`src/rtl/stl_fwd_pkg.sv`:
```
package stl_fwd_pkg;
  typedef enum logic [2:0] {
    OC_IDLE   = 3'd0,
    OC_REJECT = 3'd1,
    OC_FWD    = 3'd2,
    OC_REPLAY = 3'd3,
    OC_CACHE  = 3'd4
  } outcome_e;
endpackage

```
`src/rtl/stl_entry_cls.sv`:
```
module stl_entry_cls #(
  parameter int ADDR_W = 16,
  parameter int SZ_W   = 4
) (
  input  logic [ADDR_W-1:0] ld_addr,
  input  logic [SZ_W-1:0]   ld_size,
  input  logic [ADDR_W-1:0] st_addr,
  input  logic [SZ_W-1:0]   st_size,
  input  logic              st_done,
  output logic              full_hit,
  output logic              part_live
);
  localparam int EW = ADDR_W + 1;

  function automatic logic [EW-1:0] end_of(input logic [ADDR_W-1:0] a,
                                           input logic [SZ_W-1:0] s);
    return EW'(a) + EW'(s);
  endfunction

  function automatic logic contains(input logic [ADDR_W-1:0] la, input logic [SZ_W-1:0] ls,
                                    input logic [ADDR_W-1:0] sa, input logic [SZ_W-1:0] ss);
    return (la >= sa) && (end_of(la, ls) <= end_of(sa, ss));
  endfunction

  function automatic logic overlaps(input logic [ADDR_W-1:0] la, input logic [SZ_W-1:0] ls,
                                    input logic [ADDR_W-1:0] sa, input logic [SZ_W-1:0] ss);
    return (EW'(la) < end_of(sa, ss)) && (end_of(la, ls) > EW'(sa));
  endfunction

  logic executed;
  assign executed  = (st_size != '0);
  assign full_hit  = executed && contains(ld_addr, ld_size, st_addr, st_size);
  assign part_live = executed && !full_hit && !st_done &&
                     overlaps(ld_addr, ld_size, st_addr, st_size);
endmodule

```
`src/rtl/stl_youngest_pick.sv`:
```
module stl_youngest_pick #(
  parameter int SLOTS = 7,
  localparam int SEL_W = (SLOTS > 1) ? $clog2(SLOTS) : 1
) (
  input  logic [SLOTS-1:0] hit,
  output logic             found,
  output logic [SEL_W-1:0] sel
);
  always_comb begin
    found = 1'b0;
    sel   = '0;
    for (int j = SLOTS - 1; j >= 0; j--) begin
      if (hit[j]) begin
        found = 1'b1;
        sel   = SEL_W'(j);
      end
    end
  end
endmodule

```
`src/rtl/stl_hold_regs.sv`:
```
module stl_hold_regs #(
  parameter int SEQ_W    = 16,
  parameter int LQ_IDX_W = 4
) (
  input  logic                clk,
  input  logic                rst_n,
  input  logic                partial_evt,
  input  logic [SEQ_W-1:0]    evt_st_seq,
  input  logic [SEQ_W-1:0]    evt_ld_seq,
  input  logic [LQ_IDX_W-1:0] evt_lq_idx,
  input  logic                cpl_valid,
  input  logic [SEQ_W-1:0]    cpl_seq,
  input  logic                blocked_evt,
  input  logic                blk_clear,
  output logic                stall_active,
  output logic [SEQ_W-1:0]    stall_st_seq,
  output logic [SEQ_W-1:0]    stall_ld_seq,
  output logic [LQ_IDX_W-1:0] stall_lq_idx,
  output logic                blk_active,
  output logic [SEQ_W-1:0]    blk_seq
);
  logic stall_take, stall_drop, blk_take;

  assign stall_take = partial_evt && (!stall_active || (evt_ld_seq < stall_ld_seq));
  assign stall_drop = stall_active && cpl_valid && (cpl_seq == stall_st_seq);
  assign blk_take   = blocked_evt && !(blk_active && (blk_seq < evt_ld_seq));

  always_ff @(posedge clk) begin
    if (!rst_n) begin
      stall_active <= 1'b0;
      stall_st_seq <= '0;
      stall_ld_seq <= '0;
      stall_lq_idx <= '0;
    end else if (stall_take) begin
      stall_active <= 1'b1;
      stall_st_seq <= evt_st_seq;
      stall_ld_seq <= evt_ld_seq;
      stall_lq_idx <= evt_lq_idx;
    end else if (stall_drop) begin
      stall_active <= 1'b0;
    end
  end

  always_ff @(posedge clk) begin
    if (!rst_n) begin
      blk_active <= 1'b0;
      blk_seq    <= '0;
    end else if (blk_take) begin
      blk_active <= 1'b1;
      blk_seq    <= evt_ld_seq;
    end else if (blk_clear) begin
      blk_active <= 1'b0;
    end
  end

  AST_STALL_OLDER_ONLY: assert property (@(posedge clk) disable iff (!rst_n)
    (stall_active && $past(stall_active) && (stall_ld_seq != $past(stall_ld_seq)))
      |-> (stall_ld_seq < $past(stall_ld_seq)));

  AST_BLK_OLDEST_KEPT: assert property (@(posedge clk) disable iff (!rst_n)
    (blk_active && $past(blk_active) && !$past(blk_clear))
      |-> (blk_seq <= $past(blk_seq)));
endmodule

```
`src/rtl/stl_fwd_unit.sv`:
```
module stl_fwd_unit
  import stl_fwd_pkg::*;
#(
  parameter int SQ_DEPTH = 8,
  parameter int ADDR_W   = 16,
  parameter int DATA_W   = 64,
  parameter int SEQ_W    = 16,
  parameter int LQ_IDX_W = 4,
  localparam int SQ_IDX_W = $clog2(SQ_DEPTH),
  localparam int SZ_W     = $clog2(DATA_W / 8) + 1
) (
  input  logic                         clk,
  input  logic                         rst_n,
  input  logic                         ld_valid,
  input  logic [ADDR_W-1:0]            ld_addr,
  input  logic [SZ_W-1:0]              ld_size,
  input  logic [SQ_IDX_W-1:0]          ld_sq_pos,
  input  logic [LQ_IDX_W-1:0]          ld_lq_idx,
  input  logic [SEQ_W-1:0]             ld_seq,
  input  logic                         ld_uncached,
  input  logic                         ld_at_head,
  input  logic                         ld_at_commit,
  input  logic [SQ_IDX_W-1:0]          sq_wb_idx,
  input  logic [SQ_DEPTH*ADDR_W-1:0]   sq_addr_flat,
  input  logic [SQ_DEPTH*SZ_W-1:0]     sq_size_flat,
  input  logic [SQ_DEPTH*DATA_W-1:0]   sq_data_flat,
  input  logic [SQ_DEPTH*SEQ_W-1:0]    sq_seq_flat,
  input  logic [SQ_DEPTH-1:0]          sq_done,
  input  logic                         cache_blocked,
  input  logic                         st_cpl_valid,
  input  logic [SEQ_W-1:0]             st_cpl_seq,
  input  logic                         blk_clear,
  output logic                         fwd_valid,
  output logic [DATA_W-1:0]            fwd_data,
  output logic                         replay_valid,
  output logic                         reject_valid,
  output logic                         cache_req_valid,
  output logic [ADDR_W-1:0]            cache_req_addr,
  output logic [SZ_W-1:0]              cache_req_size,
  output logic [LQ_IDX_W-1:0]          out_lq_idx,
  output logic                         stall_active,
  output logic [SEQ_W-1:0]             stall_st_seq,
  output logic [SEQ_W-1:0]             stall_ld_seq,
  output logic [LQ_IDX_W-1:0]          stall_lq_idx,
  output logic                         blk_active,
  output logic [SEQ_W-1:0]             blk_seq
);
  localparam int SLOTS = SQ_DEPTH - 1;
  localparam int SEL_W = (SLOTS > 1) ? $clog2(SLOTS) : 1;
  localparam int SH_W  = SZ_W + 3;

  function automatic logic [SH_W-1:0] byte_shift(input logic [ADDR_W-1:0] la,
                                                 input logic [SZ_W-1:0] ss);
    logic [SZ_W-1:0] off;
    off = la[SZ_W-1:0] & (ss - SZ_W'(1));
    return {off, 3'b000};
  endfunction

  // search window: number of slots older than the load, up to writeback index
  logic [SQ_IDX_W-1:0] win_cnt;
  assign win_cnt = ld_sq_pos - sq_wb_idx;

  logic [SQ_IDX_W-1:0] slot_idx  [SLOTS];
  logic [SLOTS-1:0]    slot_full;
  logic [SLOTS-1:0]    slot_part;
  logic [SLOTS-1:0]    slot_hit;

  for (genvar j = 0; j < SLOTS; j++) begin : g_slot
    logic in_win;
    assign slot_idx[j] = ld_sq_pos - SQ_IDX_W'(j + 1);
    assign in_win      = (SQ_IDX_W'(j + 1) <= win_cnt) && (win_cnt != '0);

    stl_entry_cls #(.ADDR_W(ADDR_W), .SZ_W(SZ_W)) u_cls (
      .ld_addr  (ld_addr),
      .ld_size  (ld_size),
      .st_addr  (sq_addr_flat[slot_idx[j]*ADDR_W +: ADDR_W]),
      .st_size  (sq_size_flat[slot_idx[j]*SZ_W +: SZ_W]),
      .st_done  (sq_done[slot_idx[j]]),
      .full_hit (slot_full[j]),
      .part_live(slot_part[j])
    );
    assign slot_hit[j] = in_win && (slot_full[j] || slot_part[j]);
  end

  logic             pick_found;
  logic [SEL_W-1:0] pick_sel;

  stl_youngest_pick #(.SLOTS(SLOTS)) u_pick (
    .hit  (slot_hit),
    .found(pick_found),
    .sel  (pick_sel)
  );

  logic [SQ_IDX_W-1:0] pick_idx;
  logic                pick_full;
  logic [DATA_W-1:0]   pick_data;
  logic [SZ_W-1:0]     pick_size;
  logic [SEQ_W-1:0]    pick_seq;

  assign pick_idx  = slot_idx[pick_sel];
  assign pick_full = slot_full[pick_sel];
  assign pick_data = sq_data_flat[pick_idx*DATA_W +: DATA_W];
  assign pick_size = sq_size_flat[pick_idx*SZ_W +: SZ_W];
  assign pick_seq  = sq_seq_flat[pick_idx*SEQ_W +: SEQ_W];

  outcome_e dec;
  logic     uc_bad;
  assign uc_bad = ld_uncached && !(ld_at_head && ld_at_commit);

  always_comb begin
    dec = OC_IDLE;
    if (ld_valid) begin
      if (uc_bad)                      dec = OC_REJECT;
      else if (pick_found && pick_full) dec = OC_FWD;
      else if (pick_found)             dec = OC_REPLAY;
      else                             dec = OC_CACHE;
    end
  end

  logic partial_evt, blocked_evt;
  assign partial_evt = (dec == OC_REPLAY);
  assign blocked_evt = (dec == OC_CACHE) && cache_blocked;

  always_ff @(posedge clk) begin
    if (!rst_n) begin
      fwd_valid       <= 1'b0;
      fwd_data        <= '0;
      replay_valid    <= 1'b0;
      reject_valid    <= 1'b0;
      cache_req_valid <= 1'b0;
      cache_req_addr  <= '0;
      cache_req_size  <= '0;
      out_lq_idx      <= '0;
    end else begin
      fwd_valid       <= (dec == OC_FWD);
      replay_valid    <= (dec == OC_REPLAY);
      reject_valid    <= (dec == OC_REJECT);
      cache_req_valid <= (dec == OC_CACHE) && !cache_blocked;
      if (dec == OC_FWD)
        fwd_data <= pick_data >> byte_shift(ld_addr, pick_size);
      if (dec == OC_CACHE) begin
        cache_req_addr <= ld_addr;
        cache_req_size <= ld_size;
      end
      if (ld_valid)
        out_lq_idx <= ld_lq_idx;
    end
  end

  stl_hold_regs #(.SEQ_W(SEQ_W), .LQ_IDX_W(LQ_IDX_W)) u_hold (
    .clk         (clk),
    .rst_n       (rst_n),
    .partial_evt (partial_evt),
    .evt_st_seq  (pick_seq),
    .evt_ld_seq  (ld_seq),
    .evt_lq_idx  (ld_lq_idx),
    .cpl_valid   (st_cpl_valid),
    .cpl_seq     (st_cpl_seq),
    .blocked_evt (blocked_evt),
    .blk_clear   (blk_clear),
    .stall_active(stall_active),
    .stall_st_seq(stall_st_seq),
    .stall_ld_seq(stall_ld_seq),
    .stall_lq_idx(stall_lq_idx),
    .blk_active  (blk_active),
    .blk_seq     (blk_seq)
  );

  AST_ONE_OUTCOME: assert property (@(posedge clk) disable iff (!rst_n)
    $onehot0({fwd_valid, replay_valid, reject_valid, cache_req_valid}));

  AST_IDLE_QUIET: assert property (@(posedge clk) disable iff (!rst_n)
    !ld_valid |=> !(fwd_valid || replay_valid || reject_valid || cache_req_valid));

  AST_FWD_AFTER_LOAD: assert property (@(posedge clk) disable iff (!rst_n)
    fwd_valid |-> ($past(ld_valid) && !$past(ld_uncached && !(ld_at_head && ld_at_commit))));

  AST_REJECT_UNCACHED: assert property (@(posedge clk) disable iff (!rst_n)
    reject_valid |-> $past(ld_uncached));

  AST_CACHE_UNBLOCKED: assert property (@(posedge clk) disable iff (!rst_n)
    cache_req_valid |-> !$past(cache_blocked));

  AST_EMPTY_WINDOW_NO_HIT: assert property (@(posedge clk) disable iff (!rst_n)
    (win_cnt == '0) |-> !pick_found);
endmodule

```
`config.mk`:
```
export PLATFORM = sky130hd
export DESIGN_NAME = stl_fwd_unit
export DESIGN_NICKNAME = d
export VERILOG_FILES = /design/src/rtl/stl_fwd_pkg.sv /design/src/rtl/stl_entry_cls.sv /design/src/rtl/stl_youngest_pick.sv /design/src/rtl/stl_hold_regs.sv /design/src/rtl/stl_fwd_unit.sv
export SDC_FILE = /design/constraint.sdc
export NUM_CORES = 2
export LEC_CHECK = 0
export BUFFER_PORTS_ARGS = -buffer_cell sky130_fd_sc_hd__buf_2
export CORE_AREA = 2 2 397 399
export CTS_CLUSTER_DIAMETER = 120
export DETAILED_ROUTE_END_ITERATION = 12
export DIE_AREA = 0 0 399 401
export PLACE_DENSITY = 0.46
export SLEW_MARGIN = 20
export SYNTH_ARGS = -nofsm -noshare
export SYNTH_HDL_FRONTEND = slang
export SYNTH_SLANG_ARGS = --single-unit
```
`constraint.sdc`:
```
create_clock -name clk -period 13.6 [get_ports clk]
set_input_delay 0 -clock clk [delete_from_list [all_inputs] [get_ports clk]]
set_output_delay 0 -clock clk [all_outputs]
set_load 0.01 [all_outputs]
```
==> results_dict.tcl <==
set metrics [dict create \
    grt_first_pass_wirelength_mm 306 \
    start_util_pct 21.7 \
    die_y_um 401 \
    min_period_ns 10.65 \
    fmax_mhz 93.9 \
    grt_overflow 0 \
    cts.path.max_buffers 2 \
    p_sw_share_pct 60.0 \
    grt_pass1_vias 37700 \
    gp_congestion 1.02 \
    seq_power_share_pct 7.9 \
    cts.clk_slew.worst_paths_ns 0.08 \
    placed_cells 7007 \
    maxSlewViolCount 0 \
    drt-pass1-iter-count 6 \
    synth_warnings 0 \
    clkLatencyLatePin_ns 0.47 \
    synth_edf_count 0 \
    crit_fanout 122 \
    die_w_um 399 \
    fin_cells 7103 \
    setup_violations 0 \
    async_flop_share_pct 0 \
    syn_inst 4088 \
    cts_tree "yes" \
    required_ns 13.95 \
    synth_area_mm2 0.0337 \
    area_delta_synth_final_pct 25.4 \
    drc_errors 0 \
    slowest_delay_ns 0.62 \
    critPathLaunchType "input port" \
    vias 39200 \
    vias_per_cell 5.52 \
    clockPowerShare_pct 7.1 \
    timing.final.hold_violations 0 \
    synth_cell_type_count 102 \
    finalSetupTns_ns 0 \
    cap_viol_max_count 0 \
    htreeDepth 4 \
    clock-sinks 146 \
    io_buffer_count 1024 \
    io_pins 1025 \
    cpMostUsedCell "buf_4" \
    slew_headroom_pct 24.3 \
    initialDrtViolationCount 3823 \
    synth_top_area_share_pct 19.1 \
    cts_buffers 17 \
    status "completed" \
    coreArea_mm2 0.156 \
    grt_util_met1_pct 32.9 \
    wl_mm 226 \
    placementRows 145 \
    grtUsageMet3_pct 5.97 \
    rsz0062_at_grt "false" \
    synth.avg_cell_area_um2 8.25 \
    critical_path_class "in -> reg" \
    grt_max_degree 123 \
    ir_drop_uv 205 \
    end_kind "register" \
    cpMaxStageDelayCell "mux2i_1" \
    synthFlopType "dfxtp_1" \
    ys_ff_latch 146 \
    drive_above_1_share_pct 30.2 \
    syn-num-nets 5491 \
    p_total_mw 7.54 \
    fin_util_pct 27.2 \
    antenna_left 0 \
    p_int_mw 3.01 \
    synth.largest_area_cell "ha_1" \
    hold_path_class "in -> reg" \
    antenna_found_initial 55 \
    min_period_over_period_pct 78.3 \
    fin_nets 6405 \
    synth_most_common_cell "ha_1" \
    skew_ns 0.0121 \
    power.density_mw_per_mm2 178 \
    grt_use_total_pct 27.1 \
    yosysSeqAreaShare_pct 8.67 \
    wl_per_cell_um 31.8 \
    combPwrFrac_pct 85.0 \
    grtUsageMet2_pct 44.9 \
    cts_root_buf "clkbuf_16" \
    arrival_ns 11.00 \
    synth_area_leaders "ha_1, mux4_2, dfxtp_1" \
    synth_common_cells "ha_1, nand2_1, mux2i_1, nor2_1, a21oi_1" \
    p_leak_nw 19.8 \
    power_switching_mw 4.52 \
    tightest_slew_ns 1.10 \
    busiest_layer "met2" \
    die-area_mm2 0.160 \
    dp_hpwl_mm 184 \
]
## per-layer routing
metal	up-vias	part of all wire [%]	wire (µm)
li1	17600	-	-
met5	-	0.060	135
met4	22	6.1	13800
met2	2107	47	105000
met3	444	8.4	18900
met1	19100	39	87900
## sequential cells by signal, summed over array words and instances (netlist names)
register             flops
cache_req_addr          16
cache_req_size           4
cache_req_valid          1
fwd_data                64
fwd_valid                1
out_lq_idx               4
reject_valid             1
replay_valid             1
u_hold.blk_active        1
u_hold.blk_seq          16
u_hold.stall_active      1
u_hold.stall_ld_seq     16
u_hold.stall_lq_idx      4
u_hold.stall_st_seq     16
## repair_timing
action	4_1_cts	5_1_grt
setup buffers	0	0
hold buffers	33	0
resized for setup	0	0
endpoints found under the setup margin	0	0
hold endpoints to repair	49	0
## stage by stage
step / area [µm²] / hold WS [ns] / setup WS, ns
after floorplan: 33700 / 0.0761 / 3.18
after global placement: 41200 / 0.211 / 2.69
after detailed placement: 41200 / 0.215 / 2.64
after CTS: 42200 / 0.00222 / 3.11
after global routing: 42300 / 0.0292 / 2.12
final: 42300 / 0.0325 / 2.95
## power groups by stage
stage          sequential, mW  combinational [mW]  clock, mW
4_1_cts                 0.593                6.38      0.542
5_1_grt                 0.603                6.85      0.558
3_3_place_gp            0.603                6.32          0
3_5_place_dp            0.601                6.35          0
6_report                0.598                6.41      0.532
2_1_floorplan           0.601                3.88          0
## placed cells by master (no fill, tap or decap), drive strengths merged, types with 33 or more instances in the layout
cell,synthesis,layout
nor4,35,35
a21boi,70,70
nand4,66,66
and3,56,56
ha,515,515
and2,36,36
a31oi,120,120
mux4,171,171
nor2,256,256
mux2,118,118
dlygate4sd3,0,33
nor3,53,53
xnor2,72,72
xor2,62,62
o22ai,36,36
a211oi,51,51
dfxtp,146,146
nand2,485,485
nand2b,52,52
buf,155,1114
a21o,106,106
o21ai,190,190
mux2i,290,290
inv,98,101
a21oi,246,246
nand3,104,104
## cell families after synthesis
| logic type | Yosys count | synth area share, % |
|---|---|---|
| and+or+nand+nor | 1285 | 18.3 |
| AOI/OAI and AO/OA | 1068 | 20.8 |
| muxes | 579 | 24.0 |
| adders and majority gates | 524 | 19.6 |
| buffers and inverters | 352 | 4.99 |
| DFF | 146 | 8.67 |
| xor gates and xnor gates | 134 | 3.52 |
## final timing paths
path,from,cells after the start,slack [ns],end
max,ld_sq_pos[2],36,2.95,fwd_data[6]
min,sq_seq_flat[43],5,0.03,u_hold.stall_st_seq[11]
max reg2reg,u_hold.blk_seq[1],18,9.47,u_hold.blk_active
min reg2reg,fwd_data[57],2,0.46,fwd_data[57]
## layout make-up
class / instances / area, µm²
multi-input combinational: 3590 / 29500
clock buffer: 19 / 443
tap: 2058 / 2570
inverter: 99 / 373
timing repair buffer: 1148 / 6220
sequential: 146 / 2920
antenna: 32 / 80.1
fill: 17100 / 113000
clock inverter: 11 / 178
## worst max-delay path, delay by kind of cell
family                     cells  cell delay [ns]
muxes                          4             1.87
adders and majority gates      4             1.12
AOI/OAI and AO/OA             12             2.96
buffers and inverters          6             2.39
xor gates and xnor gates       2             0.46
and+or+nand+nor                8             1.89
Power figures use the tool's default switching activity.
